<file path="config.mk">
export PLATFORM = sky130hd
export DESIGN_NAME = dram_timing_guard
export DESIGN_NICKNAME = d
export VERILOG_FILES = /design/src/rtl/dct_pkg.sv /design/src/rtl/dct_bank_track.sv /design/src/rtl/dct_global_track.sv /design/src/rtl/dct_prio_arb.sv /design/src/rtl/dram_timing_guard.sv
export SDC_FILE = /design/constraint.sdc
export NUM_CORES = 1
export LEC_CHECK = 0
export ABC_AREA = 0
export BUFFER_PORTS_ARGS = -buffer_cell sky130_fd_sc_hd__buf_2
export CORE_MARGIN = 2
export CORE_UTILIZATION = 42
export DETAILED_ROUTE_END_ITERATION = 10
export HOLD_SLACK_MARGIN = 0.15
export PLACE_DENSITY = 0.61
export SETUP_SLACK_MARGIN = 0.1
export SLEW_MARGIN = 20
export SYNTH_ARGS = -nofsm -noshare
export SYNTH_HDL_FRONTEND = slang
export SYNTH_SLANG_ARGS = --single-unit
</file>
<file path="constraint.sdc">
create_clock -name clk -period 3.4 [get_ports clk]
set_clock_uncertainty 0.05 [all_clocks]
set_input_delay 0.17 -clock clk [delete_from_list [all_inputs] [get_ports clk]]
set_output_delay 0.17 -clock clk [all_outputs]
set_load 0.05 [all_outputs]
</file>
<file path="src/rtl/dct_pkg.sv">
package dct_pkg;

    localparam int CFG_W = 64;
    localparam int LIM_W = 5;
    localparam int N_CLS = 4;

    localparam int CLS_ACT = 0;
    localparam int CLS_COL = 1;
    localparam int CLS_PRE = 2;
    localparam int CLS_REF = 3;

    typedef enum logic [2:0] {
        CMD_NOP = 3'd0,
        CMD_ACT = 3'd1,
        CMD_RD  = 3'd2,
        CMD_WR  = 3'd3,
        CMD_PRE = 3'd4,
        CMD_REF = 3'd5
    } dram_cmd_e;

    typedef struct packed {
        logic [LIM_W-1:0] rcd;
        logic [LIM_W-1:0] rp;
        logic [LIM_W-1:0] rrd;
        logic [LIM_W-1:0] rc_wr;
        logic [LIM_W-1:0] rc_rd;
        logic [LIM_W-1:0] wtr;
        logic [LIM_W-1:0] rfc;
    } tlim_t;

    function automatic logic [LIM_W-1:0] floor1(logic [3:0] f);
        return (f == 4'd0) ? LIM_W'(1) : LIM_W'(f);
    endfunction

    function automatic logic [LIM_W-1:0] sat_inc(logic [LIM_W-1:0] x);
        return (&x) ? x : x + LIM_W'(1);
    endfunction

    function automatic tlim_t decode_timing(logic [CFG_W-1:0] w);
        tlim_t t;
        t.rcd   = floor1(w[3:0]);
        t.rp    = floor1(w[19:16]);
        t.rrd   = floor1(w[23:20]);
        t.rc_wr = LIM_W'(w[27:24]) + LIM_W'(1);
        t.rc_rd = LIM_W'(w[31:28]) + LIM_W'(1);
        t.wtr   = LIM_W'(w[43:40]);
        t.rfc   = LIM_W'(w[55:52]);
        return t;
    endfunction

endpackage

</file>
<file path="src/rtl/dct_bank_track.sv">
module dct_bank_track
    import dct_pkg::*;
(
    input  logic  clk,
    input  logic  rst,
    input  tlim_t lim,
    input  logic  act_go,
    input  logic  col_go,
    input  logic  col_wr,
    input  logic  pre_go,
    output logic  open_o,
    output logic  act_ok_o,
    output logic  col_ok_o,
    output logic  rp_ok_o
);

    logic             open_q;
    logic             wrote_q;
    logic [LIM_W-1:0] since_act_q;
    logic [LIM_W-1:0] since_pre_q;
    logic [LIM_W-1:0] rc_lim;

    always_ff @(posedge clk) begin
        if (rst) begin
            open_q      <= 1'b0;
            wrote_q     <= 1'b0;
            since_act_q <= '1;
            since_pre_q <= '1;
        end else begin
            since_act_q <= act_go ? LIM_W'(1) : sat_inc(since_act_q);
            since_pre_q <= pre_go ? LIM_W'(1) : sat_inc(since_pre_q);
            if (act_go) begin
                open_q  <= 1'b1;
                wrote_q <= 1'b0;
            end else begin
                if (pre_go)
                    open_q <= 1'b0;
                if (col_go && col_wr)
                    wrote_q <= 1'b1;
            end
        end
    end

    always_comb begin
        rc_lim   = wrote_q ? lim.rc_wr : lim.rc_rd;
        rp_ok_o  = (since_pre_q >= lim.rp);
        act_ok_o = !open_q && rp_ok_o && (since_act_q >= rc_lim);
        col_ok_o = open_q && (since_act_q >= lim.rcd);
        open_o   = open_q;
    end

endmodule

</file>
<file path="src/rtl/dct_global_track.sv">
module dct_global_track
    import dct_pkg::*;
#(
    parameter int BANK_W = 2
)(
    input  logic              clk,
    input  logic              rst,
    input  tlim_t             lim,
    input  logic              act_go,
    input  logic [BANK_W-1:0] act_bank,
    input  logic              wr_go,
    input  logic              ref_go,
    output logic [BANK_W-1:0] last_bank_o,
    output logic              rrd_ok_o,
    output logic              wtr_ok_o,
    output logic              rfc_ok_o
);

    logic [LIM_W-1:0]  since_act_q;
    logic [LIM_W-1:0]  since_wr_q;
    logic [LIM_W-1:0]  since_ref_q;
    logic [BANK_W-1:0] last_bank_q;

    always_ff @(posedge clk) begin
        if (rst) begin
            since_act_q <= '1;
            since_wr_q  <= '1;
            since_ref_q <= '1;
            last_bank_q <= '0;
        end else begin
            since_act_q <= act_go ? LIM_W'(1) : sat_inc(since_act_q);
            since_wr_q  <= wr_go  ? LIM_W'(1) : sat_inc(since_wr_q);
            since_ref_q <= ref_go ? LIM_W'(1) : sat_inc(since_ref_q);
            if (act_go)
                last_bank_q <= act_bank;
        end
    end

    always_comb begin
        last_bank_o = last_bank_q;
        rrd_ok_o    = (since_act_q >= lim.rrd);
        wtr_ok_o    = (since_wr_q  >= lim.wtr);
        rfc_ok_o    = (since_ref_q >= lim.rfc);
    end

endmodule

</file>
<file path="src/rtl/dct_prio_arb.sv">
module dct_prio_arb #(
    parameter int N = 4
)(
    input  logic [N-1:0] cand_i,
    output logic [N-1:0] gnt_o
);

    always_comb begin
        gnt_o = '0;
        for (int i = 0; i < N; i++) begin
            if (cand_i[i])
                gnt_o = N'(1) << i;
        end
    end

endmodule

</file>
<file path="src/rtl/dram_timing_guard.sv">
module dram_timing_guard
    import dct_pkg::*;
#(
    parameter  int NBANK  = 4,
    localparam int BANK_W = (NBANK > 1) ? $clog2(NBANK) : 1
)(
    input  logic              clk,
    input  logic              rst,
    input  logic [CFG_W-1:0]  cfg_i,
    input  logic              ref_req_i,
    input  logic              pre_req_i,
    input  logic [BANK_W-1:0] pre_bank_i,
    input  logic              col_req_i,
    input  logic              col_wr_i,
    input  logic [BANK_W-1:0] col_bank_i,
    input  logic              act_req_i,
    input  logic [BANK_W-1:0] act_bank_i,
    output logic [N_CLS-1:0]  grant_o,
    output logic [N_CLS-1:0]  illegal_o,
    output logic              cmd_valid_o,
    output logic [2:0]        cmd_o,
    output logic [BANK_W-1:0] cmd_bank_o
);

    tlim_t             lim;
    logic [NBANK-1:0]  open_v;
    logic [NBANK-1:0]  act_ok_v;
    logic [NBANK-1:0]  col_ok_v;
    logic [NBANK-1:0]  rp_ok_v;
    logic [BANK_W-1:0] last_bank;
    logic              rrd_ok;
    logic              wtr_ok;
    logic              rfc_ok;
    logic [N_CLS-1:0]  req_v;
    logic [N_CLS-1:0]  legal_v;
    logic [N_CLS-1:0]  ready_v;
    logic [N_CLS-1:0]  cand_v;

    assign lim = decode_timing(cfg_i);

    for (genvar b = 0; b < NBANK; b++) begin : g_bank
        dct_bank_track u_trk (
            .clk      (clk),
            .rst      (rst),
            .lim      (lim),
            .act_go   (grant_o[CLS_ACT] && (act_bank_i == BANK_W'(b))),
            .col_go   (grant_o[CLS_COL] && (col_bank_i == BANK_W'(b))),
            .col_wr   (col_wr_i),
            .pre_go   (grant_o[CLS_PRE] && (pre_bank_i == BANK_W'(b))),
            .open_o   (open_v[b]),
            .act_ok_o (act_ok_v[b]),
            .col_ok_o (col_ok_v[b]),
            .rp_ok_o  (rp_ok_v[b])
        );
    end

    dct_global_track #(.BANK_W(BANK_W)) u_glb (
        .clk         (clk),
        .rst         (rst),
        .lim         (lim),
        .act_go      (grant_o[CLS_ACT]),
        .act_bank    (act_bank_i),
        .wr_go       (grant_o[CLS_COL] && col_wr_i),
        .ref_go      (grant_o[CLS_REF]),
        .last_bank_o (last_bank),
        .rrd_ok_o    (rrd_ok),
        .wtr_ok_o    (wtr_ok),
        .rfc_ok_o    (rfc_ok)
    );

    always_comb begin
        req_v          = '0;
        req_v[CLS_ACT] = act_req_i;
        req_v[CLS_COL] = col_req_i;
        req_v[CLS_PRE] = pre_req_i;
        req_v[CLS_REF] = ref_req_i;

        legal_v          = '0;
        legal_v[CLS_ACT] = !open_v[act_bank_i];
        legal_v[CLS_COL] = open_v[col_bank_i];
        legal_v[CLS_PRE] = open_v[pre_bank_i];
        legal_v[CLS_REF] = (open_v == '0);

        ready_v          = '0;
        ready_v[CLS_ACT] = act_ok_v[act_bank_i] && rfc_ok &&
                           ((last_bank == act_bank_i) || rrd_ok);
        ready_v[CLS_COL] = col_ok_v[col_bank_i] && (col_wr_i || wtr_ok);
        ready_v[CLS_PRE] = 1'b1;
        ready_v[CLS_REF] = (&rp_ok_v) && rfc_ok;

        cand_v    = req_v & legal_v & ready_v;
        illegal_o = req_v & ~legal_v;
    end

    dct_prio_arb #(.N(N_CLS)) u_arb (
        .cand_i (cand_v),
        .gnt_o  (grant_o)
    );

    always_comb begin
        cmd_valid_o = |grant_o;
        cmd_o       = CMD_NOP;
        cmd_bank_o  = '0;
        if (grant_o[CLS_REF]) begin
            cmd_o = CMD_REF;
        end else if (grant_o[CLS_PRE]) begin
            cmd_o      = CMD_PRE;
            cmd_bank_o = pre_bank_i;
        end else if (grant_o[CLS_COL]) begin
            cmd_o      = col_wr_i ? CMD_WR : CMD_RD;
            cmd_bank_o = col_bank_i;
        end else if (grant_o[CLS_ACT]) begin
            cmd_o      = CMD_ACT;
            cmd_bank_o = act_bank_i;
        end
    end

endmodule

</file>
==> summary.md, run 1 <==
| Metric | Value |
|---|---|
| First-pass GRT wire length | ~21000 µm |
| I/O pin cnt | 91 |
| Remaining antenna violation count | 0 |
| Layout cell share with drive strength beyond 1 | 19.9% |
| Cells after synthesis | between 500 and 600 |
| CP max FO | 4 |
| F_max | 0.312 GHz |
| Worst vdd ir | 401 µV |
| Area of the multi-input gates | 0.00353 mm² |
| Nets@finish | between 700 and 800 |
| Max_cap viols | 0 |
| Setup TNS | 0 ns |
| CTS clk-pin slew, worst paths | 0.06 ns |
| R2R depth | 10 |
| Vias in the first global route | between 4000 and 5000 |
| Post-Syn Area per Cell | around 9 µm² |
| GRT overflow | 0 |
| CP arrival | 2.99 ns |
| WP data required | around 3.2 ns |
| Final WL | around 12000 µm |
| IO Port Bufs | 54 |
| Register-to-Register Setup Slack | 0.47 ns |
| Initial drt markers | 229 |
| Residual DRC | 5 |
| Most common cell in the synthesized netlist | ha_1 |
| Die Span Y | 113 µm |
| Row count | 39 |
| Worst hold path depth | 2 |
| Worst R2R End | g_bank[3].u_trk.since_act_q[2] |
| Synthesized area | 0.00499 mm² |
| Synth cell count leaders | 88 x ha_1, 70 x o21ai_0, 65 x dfxtp_1, 35 x inv_1, 31 x mux2i_1 |
| TritonRoute pass-1 iters | 7 |
| Worst setup EP type | output port |
| #FFs+latches synth | 65 |
| Register area | between 0.001 and 0.0015 mm² |
| CTS buffer count | 9 |
| Final Worst Setup Slack | approximately 0.19 ns |
| Ys flop type | dfxtp_1 |
| Crit start category | register |
| Distinct cells, synth | 51 |
| Max Slew Vio Count | 0 |
| RSZ-0062 raised after global routing | true |
| Largest net degree at the start of global routing | 30 |
| CTS tree | built |
| Post-DP HPWL | 9590 µm |
| Initial antenna violation count | 0 |
| Vias per cell | 5.56 |
| Post-synth top area share | 26.1% |
| Diodes inserted | 0 |
| Layout fillers | approximately 1100 |
| Synth-to-Final Area Change | 19.7% |
| Clock buffer depth | 2 |
| Die Width | ~110 µm |
| Synth warn | 0 |
| Per-cell routed wire length | 16.0 µm |
| Kind of critical path | register to output port |
| Synth area leader | dfxtp_1 |
| Post-synth EDFFs | 0 |
| Syn Nets | just over 700 |
| Vias | 4312 |
| Synth top area cells | dfxtp_1 26%, ha_1 22%, o21ai_0 7.0% |
| Hold path endpoint | g_bank[0].u_trk.open_o |
| Hold_sp | rst |
| Slew HR | 38.7% |
| Power per cell area | 834 mW/mm² |
| Routability congestion estimate | 0.819 |
| Clock sinks | 65 |
| Clock Latency Late Sink | around 0.33 ns |
| H-tree levels | 3 |
| Pre-CTS WS | 0.0598 ns |
| Gr usage total | 20.0% |
| Min cycle time layout | around 3.2 ns |
| Starting density of the core | 43.3% |
| FF-to-FF Start | g_bank[1].u_trk.wrote_q |
| Status | finished with violations |
| Hold Vio Cnt, Final | 0 |
| Violated checks | design-rule violations |
| FFs w/ async S/R, synth | 0% |
| Leakage | roughly 2.6 nW |
| Sequential share of the synthesized area | 26.1% |
| Worst slew pin tran | 0.912 ns |
| Final Setup Violations | 0 |
| HP Class | input pin to register |
| Final period util | ~94% |
| Core footprint | 0.0115 mm² |
| Die ar. | around 0.013 mm² |
| Root Driver | clkbuf_16 |
-- worst max-delay path by stage --
stage / start / endpoint / slack, ns / depth (start not counted)
after floorplan: g_bank[3].u_trk.open_o / cmd_bank_o[1] / 0.12 / 7
after global placement: cfg_i[24] / cmd_bank_o[0] / 0.09 / 13
after detailed placement: cfg_i[24] / cmd_bank_o[0] / 0.06 / 13
after CTS: g_bank[3].u_trk.since_pre_q[2] / cmd_bank_o[0] / 0.1 / 10
after global routing: g_bank[2].u_trk.wrote_q / cmd_o[0] / 0.1 / 11
final: g_bank[3].u_trk.since_pre_q[3] / cmd_bank_o[0] / 0.19 / 9
-- registers in the layout (all words and copies together) (netlist names) --
signal                    flops
g_bank.u_trk.open_o           4
g_bank.u_trk.since_act_q     20
g_bank.u_trk.since_pre_q     20
g_bank.u_trk.wrote_q          4
u_glb.last_bank_o             2
u_glb.since_act_q             5
u_glb.since_ref_q             5
u_glb.since_wr_q              5
-- per-stage QoR --
stage | cells | hold slack (ns) | util (%) | instance area (µm²) | power [mW]
floorplan | 558 | 0.224 | - | 4990 | 3.25
global placement | 755 | 0.405 | 47.6 | 5490 | 3.67
detailed placement | 755 | 0.427 | 47.6 | 5490 | 3.80
CTS | 772 | 0.219 | 50.9 | 5860 | 4.94
global route | 776 | 0.250 | 51.8 | 5970 | 5.43
finish | 776 | 0.225 | 51.8 | 5970 | 4.98
-- final cells by class --
class                   count  area share [%]
flip-flops and latches     65            21.9
clock inverters             5            1.72
repair buffers             77            7.80
well taps                 143            3.00
clock buffers              11            4.07
multi-input cells         439            59.2
inverters                  36            2.26
-- layer usage --
layer | up-vias | share of wire (%) | global-route usage (%)
met2 | 101 | 46 | 33.4
li1 | 2179 | - | -
met3 | 15 | 5.4 | 4.50
met1 | 2017 | 47 | 26.5
met5 | - | 0 | 0
met4 | 0 | 1.1 | 4.88
-- kinds of logic (layout without fill, tap and decap cells) --
logic type / count (synthesis) / after routing / share of synthesized area [%]
compound gates: 128 / 128 / 15.3
xor+xnor: 39 / 39 / 6.85
fa+ha+maj: 88 / 88 / 22.1
buf+inv: 54 / 129 / 4.54
flops: 65 / 65 / 26.1
mux: 34 / 34 / 7.58
simple gates: 150 / 150 / 17.6
-- power by group --
part	internal [mW]	leakage, nW	switching (mW)	total (mW)
clock	0.735	0.166	0.347	1.08
combinational	1.24	1.93	1.29	2.53
sequential	1.04	0.542	0.321	1.37
-- worst max-delay path, stage by stage, from the launching register on --
cell,delay (ns)
dfxtp_1,0.33
ha_1,0.23
or4_4,0.52
a21oi_2,0.16
nor4_1,0.09
a41o_2,0.28
o21bai_2,0.23
nor4_4,0.39
a221o_1,0.25
buf_6,0.17
-- what timing repair did --
action,CTS,global route
setup endpoints to repair,5,5
hold buffers,1,0
hold endpoints to repair,1,0
gates cloned,0,0
gates resized for setup,10,22
setup buffers,0,4
pin swaps,1,6
-- cell usage in the layout, fill, tap and decap left out, drive strengths merged, types with 2 or more instances in the layout --
cell / netlist / layout
ha: 88 / 88
buf: 5 / 75
o21ai: 71 / 71
dfxtp: 65 / 65
inv: 35 / 35
mux2i: 31 / 31
nand2: 24 / 24
xnor2: 21 / 21
xor2: 18 / 18
a21oi: 18 / 18
nor2b: 17 / 17
nor2: 17 / 17
nor3: 15 / 15
nand2b: 13 / 13
and3: 13 / 13
nand4b: 12 / 12
clkbuf: 13 / 12
or3: 11 / 11
a211oi: 10 / 10
nor4: 8 / 8
nand3: 7 / 7
or2: 4 / 4
a21o: 4 / 4
a31oi: 4 / 4
a31o: 3 / 3
o21a: 3 / 3
mux4: 3 / 3
bufinv: 0 / 3
or4: 2 / 2
o211ai: 2 / 2
nor3b: 2 / 2
and4: 2 / 2
and2: 2 / 2
clkinv: 1 / 2
Note: power is estimated with default switching activity, not from simulation.
==> run 2: changes to the inputs <==
- clock period: 3.4 -> 3.5 ns (I/O delays scaled with it)
==> summary.md, run 2 (synthesized netlist as in run 1, its figures left out) <==
| Metric | Value |
|---|---|
| Layout fillers | 1064 (-0.84%) |
| Violated checks | design-rule violations |
| Routing usage on met3 | 3.43% (-1.1 points) |
| Min cycle time layout | 3.27 ns |
| First-pass GRT wire length | 20400 µm (-1.6%) |
| Met2 usage | 32.2% (-1.2 points) |
| Biggest regs | g_bank.u_trk.since_act_q x20, g_bank.u_trk.since_pre_q x20 |
| Busiest layer in global routing | met2 |
| Vias per cell | 5.48 (-1.5%) |
| F_max | 0.306 GHz |
| Slew HR | 47.1% (+8.4 points) |
| HP Class | input pin to register |
| Crit-path cells | mux2i_1 > ha_1 > nand2b_1 > a211oi_1 > o21ai_1 > a31oi_1 > or4_1 > nor4_4 > or3_1 > buf_2 |
| Per-cell routed wire length | 15.8 µm (-1.3%) |
| Starting density of the core | 43.3% (unchanged) |
| Most common cell after layout, fill and taps aside | ha_1 |
| Core footprint | 0.0115 mm² (unchanged) |
| Gr usage total | 20.0% (-0.038 points) |
| Nets@finish | 788 (-0.63%) |
| I/O pin cnt | 91 (unchanged) |
| Slowest stage cell, crit path | or4_1 |
| Leakage | 2.58 nW (-2.2%) |
| Worst vdd ir | 343 µV (-15%) |
| Largest net degree at the start of global routing | 31 (+3.3%) |
| Final Setup Violations | 0 (unchanged) |
| Worst setup EP type | output port |
| Crit start category | register |
| Worst hold path depth | 3 (+1) |
| Vias | 4222 (-2.1%) |
| Clock Latency Late Sink | 0.33 ns (about the same) |
| Routability congestion estimate | 0.814 (-0.60%) |
| Most frequent cells in the layout | 88 x ha_1, 68 x o21ai_0, 63 x dfxtp_1, 50 x buf_2, 35 x inv_1 |
| Initial drt markers | 257 (+12%) |
| Synth-to-Final Area Change | 16.8% |
| Overall power | 4.64 mW (-6.8%) |
| Worst R2R End | g_bank[3].u_trk.since_act_q[2] |
| Power per cell area | 797 mW/mm² (-4.5%) |
| Max Slew Vio Count | 0 (unchanged) |
| Clock buffer depth | 2 (unchanged) |
| Met1 Usage GRT | 27.5% (+0.99 points) |
| Row count | 39 (unchanged) |
| Hold path endpoint | u_glb.last_bank_o[0] |
| Register-to-Register Setup Slack | 0.52 ns (+0.05 ns) |
| Initial antenna violation count | 0 (unchanged) |
| Pre-CTS WS | 0.159 ns (+0.0993 ns) |
| Layout cell share with drive strength beyond 1 | 17.5% (-2.4 points) |
| CTS buffer count | 9 (unchanged) |
| Status | finished with violations |
| R2R depth | 10 (unchanged) |
| Max_cap viols | 0 (unchanged) |
| Final period util | about 93% |
| Slowest stage delay, CP | 0.58 ns (+0.06 ns) |
| Hold Vio Cnt, Final | 0 (unchanged) |
| GRT overflow | 0 (unchanged) |
| Root Driver | clkbuf_16 |
| Hold_sp | act_bank_i[0] |
| RSZ-0062 raised after global routing | true |
| CP max FO | 9 (+5) |
| Vias in the first global route | 4113 (-5.3%) |
| Die Span Y | 113 µm (unchanged) |
| H-tree levels | 3 (unchanged) |
| Residual DRC | 5 (unchanged) |
| TritonRoute pass-1 iters | 7 (unchanged) |
| WP data required | 3.27 ns (+0.09 ns) |
| Post-DP HPWL | 9450 µm (-1.5%) |
| CP arrival | 3.04 ns (+0.05 ns) |
| Clock sinks | 65 (unchanged) |
| Kind of critical path | register to output port |
| Worst slew pin tran | 0.787 ns (-0.125 ns) |
| CTS clk-pin slew, worst paths | 0.06 ns (about the same) |
| Setup TNS | 0 ns (unchanged) |
| Final Worst Setup Slack | 0.233 ns (+0.0406 ns) |
| Die Width | 113 µm (unchanged) |
| FF-to-FF Start | g_bank[3].u_trk.since_pre_q[2] |
| CTS tree | built |
| Die ar. | 0.0128 mm² (unchanged) |
| Final WL | 12200 µm (-1.9%) |
| Diodes inserted | 0 (unchanged) |
| IO Port Bufs | 54 (unchanged) |
| Remaining antenna violation count | 0 (unchanged) |
==> run 2: changes by cell type in the layout (fill, tap and decap cells not counted), sizes merged <==
cell | before | now
buf | 75 | 72
bufinv | 3 | 1
clkbuf | 12 | 11
clkinv | 2 | 3
clkinvlp | 1 | 2
dlygate4sd3 | 1 | 0
==> run 2: layout make-up <==
type | instances | area [µm²] | share of cell area (%)
Tap cell | 143 | 179 | 3.07
Clock buffer | 11 | 243 | 4.17
Multi-Input combinational cell | 439 | 3490 | 59.9
Sequential cell | 65 | 1310 | 22.4
Inverter | 36 | 135 | 2.32
Timing Repair Buffer | 72 | 415 | 7.13
Clock inverter | 5 | 55.1 | 0.945
==> run 2: per-layer routing <==
layer | up-vias | wire length (µm)
met1 | 1965 | 5970
met5 | - | 0
met3 | 13 | 547
met4 | 0 | 153
met2 | 84 | 5540
li1 | 2160 | -
==> run 2: where the power goes <==
part           total [mW]  switching, mW  internal, mW  leakage, nW
logic                2.41           1.24          1.18         1.89
registers            1.32          0.307          1.01        0.541
clock network       0.905          0.336         0.568        0.142
total                4.64           1.88          2.76         2.58
==> run 2: metrics by stage <==
| stage | util [%] | hold slack (ns) | std cells | area (µm²) |
|---|---|---|---|---|
| final | 50.6 | 0.179 | 771 | 5820 |
| after global routing | 50.6 | 0.192 | 771 | 5820 |
| after CTS | 50.1 | 0.156 | 769 | 5770 |
| after detailed placement | 47.5 | 0.431 | 753 | 5470 |
| after global placement | 47.5 | 0.404 | 753 | 5470 |
| after floorplan | - | 0.229 | 558 | 4990 |
==> run 2: what timing repair did <==
action	CTS	global route
setup buffers	0	2
pin swaps	0	4
resized for setup	4	16
hold endpoints to repair	0	0
endpoints found under the setup margin	4	5
cloned	0	0
hold buffers	0	0
==> run 2: how the worst max path moves through the flow <==
stage,startpoint,end,slack (ns)
floorplan,g_bank[3].u_trk.open_o,cmd_bank_o[1],0.21
global placement,cfg_i[24],cmd_bank_o[0],0.18
detailed placement,cfg_i[24],grant_o[0],0.16
CTS,g_bank[2].u_trk.wrote_q,cmd_o[0],0.10
global route,g_bank[1].u_trk.wrote_q,cmd_bank_o[0],0.09
finish,g_bank[1].u_trk.wrote_q,cmd_o[0],0.23
==> run 2: worst max-delay path, delay by kind of cell (launching register included) <==
family	cells	cell delay (ns)
simple gates	4	1.23
compound gates	3	0.42
flops	1	0.37
fa+ha+maj	1	0.27
buf+inv	1	0.26
mux	1	0.14
==> run 3: changes to the inputs <==
- PLACE_DENSITY: 0.61 -> 0.6
- SYNTH_HIERARCHICAL: unset -> 1
==> summary.md, run 3 <==
| Metric | Value |
|---|---|
| Status | finished with violations |
| Violated checks | negative setup slack |
| Synthesized area | 0.00542 mm² (+8.6%) |
| Root Driver | clkbuf_16 |
| Clock sinks | 65 (unchanged) |
| #FFs+latches synth | 65 (unchanged) |
| Slew HR | 51.8% (+4.7 points) |
| Post-DP HPWL | 9980 µm (+5.6%) |
| Per-cell routed wire length | 15.2 µm (-4.1%) |
| Most common cell in the synthesized netlist | ha_1 |
| H-tree levels | 3 (unchanged) |
| Final period util | 103% (+10 points) |
| GRT overflow | 0 (unchanged) |
| Largest family of logic cells by synthesized area | adder cells |
| Final cell utilization of the core | 53.5% (+2.9 points) |
| IO Port Bufs | 54 (unchanged) |
| WP data required | 3.27 ns (about the same) |
| Synth area leader | dfxtp_1 |
| CP max FO | 4 (-5) |
| CTS buffer count | 9 (unchanged) |
| Sequential share of the synthesized area | 24.0% (-2.1 points) |
| RSZ-0062 raised after global routing | true |
| Max Slew Vio Count | 0 (unchanged) |
| Core footprint | 0.0126 mm² (+9.6%) |
| Synth warn | 6 (+6) |
| CTS hold repair buffers | 0 (unchanged) |
| Hold Vio Cnt, Final | 0 (unchanged) |
| CTS clk-pin slew, worst paths | 0.05 ns (about the same) |
| Mux cell area share after synthesis | 10.4% (+2.8 points) |
| Post-synth EDFFs | 0 (unchanged) |
| Cells after synthesis | 598 (+7.2%) |
| Starting density of the core | 42.9% (-0.39 points) |
| Biggest regs | g_bank.u_trk/since_act_q x20, g_bank.u_trk/since_pre_q x20 |
| Initial antenna violation count | 0 (unchanged) |
| Worst setup EP type | output port |
| FFs w/ async S/R, synth | 0% (unchanged) |
| Worst vdd ir | 287 µV (-16%) |
| CP arrival | 3.39 ns (+0.35 ns) |
| Die Width | 118 µm (+4.1%) |
| Max_cap viols | 0 (unchanged) |
| Synth top area cells | dfxtp_1 24%, ha_1 23%, mux2i_1 7.4% |
| Xor-xnor portion of the synthesized cell area | 6.31% (-0.54 points) |
| Residual DRC | 0 (-5) |
| Nets@finish | 861 (+9.3%) |
| Min cycle time layout | 3.62 ns (+0.353 ns) |
| Vias per cell | 5.21 (-4.8%) |
| TritonRoute pass-1 iters | 4 (-3) |
| Post-Syn Area per Cell | 9.06 µm² (+1.3%) |
| Final Worst Setup Slack | -0.120 ns (-0.353 ns) |
| Post-synth top area share | 24.0% (-2.1 points) |
| Adder-cell share of the synthesized area | 22.9% (+0.79 points) |
| Setup TNS | -0.257 ns (-0.257 ns) |
| Remaining antenna violation count | 0 (unchanged) |
| F_max | 0.276 GHz (-9.7%) |
| Clock Latency Late Sink | 0.33 ns (about the same) |
| Final WL | 13100 µm (+7.2%) |
| Kind of critical path | register to output port |
| Routability congestion estimate | 0.805 (-1.1%) |
| Most common cell after layout, fill and taps aside | ha_1 |
| Distinct cells, synth | 46 (-9.8%) |
| CTS tree | built |
| I/O pin cnt | 91 (unchanged) |
| Synth Area in Simple Gates | 15.6% (-2.0 points) |
| Row count | 41 (+5.1%) |
| Diodes inserted | 0 (unchanged) |
| Layout fillers | 1192 (+12%) |
| Die ar. | 0.0138 mm² (+8.3%) |
| Ys flop type | dfxtp_1 |
| Vias in the first global route | 4556 (+11%) |
| Largest net degree at the start of global routing | 66 (+110%) |
| First-pass GRT wire length | 22100 µm (+8.2%) |
| Die Span Y | 118 µm (+4.1%) |
| Most frequent cells in the layout | 97 x ha_1, 66 x inv_1, 58 x dfxtp_1, 47 x buf_2, 39 x mux2i_1 |
| Final Setup Violations | 3 (+3) |
| Synth-to-Final Area Change | 24.5% |
| Vias | 4494 (+6.4%) |
| Layout cell share with drive strength beyond 1 | 24.6% (+7.1 points) |
| Synth cell count leaders | 99 x ha_1, 68 x inv_1, 65 x dfxtp_1, 40 x mux2i_1, 37 x o21bai_1 |
| Power per cell area | 724 mW/mm² (-9.1%) |
| Gr usage total | 19.8% (-0.20 points) |
| Compound-cell area share of the yosys netlist | 14.2% (-1.0 points) |
| Initial drt markers | 156 (-39%) |
| HP Class | input pin to register |
| Leakage | 3.14 nW (+22%) |
| Clock buffer depth | 2 (unchanged) |
| Worst slew pin tran | 0.721 ns (-0.0660 ns) |
| Crit start category | register |
run 3: changes by cell type in the layout (fill, tap and decap cells not counted), moves of 11 or more:
cell | previous run | this run
o21bai_1 | 0 | 36
a21oi_1 | 15 | 30
inv_1 | 35 | 66
conb_1 | 0 | 11
o21ai_0 | 68 | 7
run 3: per-layer routing:
metal	vias up	share of wire (%)	track usage, %
met4	0	1.3	6.63
met2	57	50	35.2
li1	2277	-	-
met1	2148	46	24.5
met3	12	2.6	2.76
met5	-	0	0
run 3: area by class of cell:
type | count | area, µm² | share of cell area (%)
tap | 172 | 215 | 3.19
sequential | 65 | 1310 | 19.4
multi-input combinational | 453 | 4050 | 60.1
clock inverter | 5 | 78.8 | 1.17
timing repair buffer | 88 | 592 | 8.77
inverter | 68 | 255 | 3.78
clock buffer | 11 | 243 | 3.60
run 3: final timing paths:
| kind | startpoint | end | slack [ns] | cells after the start |
|---|---|---|---|---|
| setup / recovery | g_bank[0].u_trk/wrote_q | cmd_bank_o[1] | -0.12 | 14 |
| hold / removal | col_wr_i | g_bank[1].u_trk/wrote_q | 0.18 | 3 |
| setup reg to reg | g_bank[3].u_trk/wrote_q | g_bank[0].u_trk/since_act_q[0] | 0.21 | 15 |
| hold reg to reg | u_glb/last_bank_o[1] | u_glb/last_bank_o[1] | 0.48 | 2 |
run 3: power by group:
group	internal, mW	total (mW)	switching [mW]
Combinational	1.37	2.58	1.21
Sequential	1.01	1.31	0.304
Clock	0.642	0.989	0.347
Total	3.02	4.88	1.86
run 3: through the flow:
| step | std cells | instance area [µm²] | total power, mW | setup slack [ns] | hold WS [ns] |
|---|---|---|---|---|---|
| 6_report | 862 | 6750 | 4.88 | -0.120 | 0.177 |
| 5_1_grt | 862 | 6750 | 5.34 | -0.252 | 0.181 |
| 4_1_cts | 857 | 6650 | 4.87 | -0.0902 | 0.151 |
| 3_5_place_dp | 841 | 6150 | 3.72 | -0.0727 | 0.465 |
| 3_3_place_gp | 841 | 6150 | 3.57 | -0.00302 | 0.445 |
| 2_1_floorplan | 608 | 5570 | 3.18 | -0.232 | 0.227 |
run 3: cells by family after synthesis:
logic type / after synthesis
muxes: 49
buffers and inverters: 90
DFF: 65
xor gates and xnor gates: 39
adders and majority gates: 99
other: 1
AOI/OAI and AO/OA: 115
and+or+nand+nor: 140
run 3: what timing repair did:
| action | 4_1_cts | 5_1_grt |
|---|---|---|
| gates resized for setup | 37 | 15 |
| pin swaps | 7 | 6 |
| endpoints found under the setup margin | 6 | 6 |
| hold endpoints to repair | 0 | 0 |
| buffers inserted | 0 | 5 |
run 3: worst max-delay path: stages (launching register included):
cell and delay, ns:
dfxtp_2 0.35, mux2_4 0.31, ha_4 0.26, nand2b_4 0.12, nand3_4 0.07, a211oi_4 0.28
a2bb2oi_1 0.18, mux4_2 0.26, inv_2 0.04, nor4_2 0.13, nor4b_4 0.32, nor2b_4 0.25
a221oi_4 0.09, nor3_4 0.23, buf_6 0.18
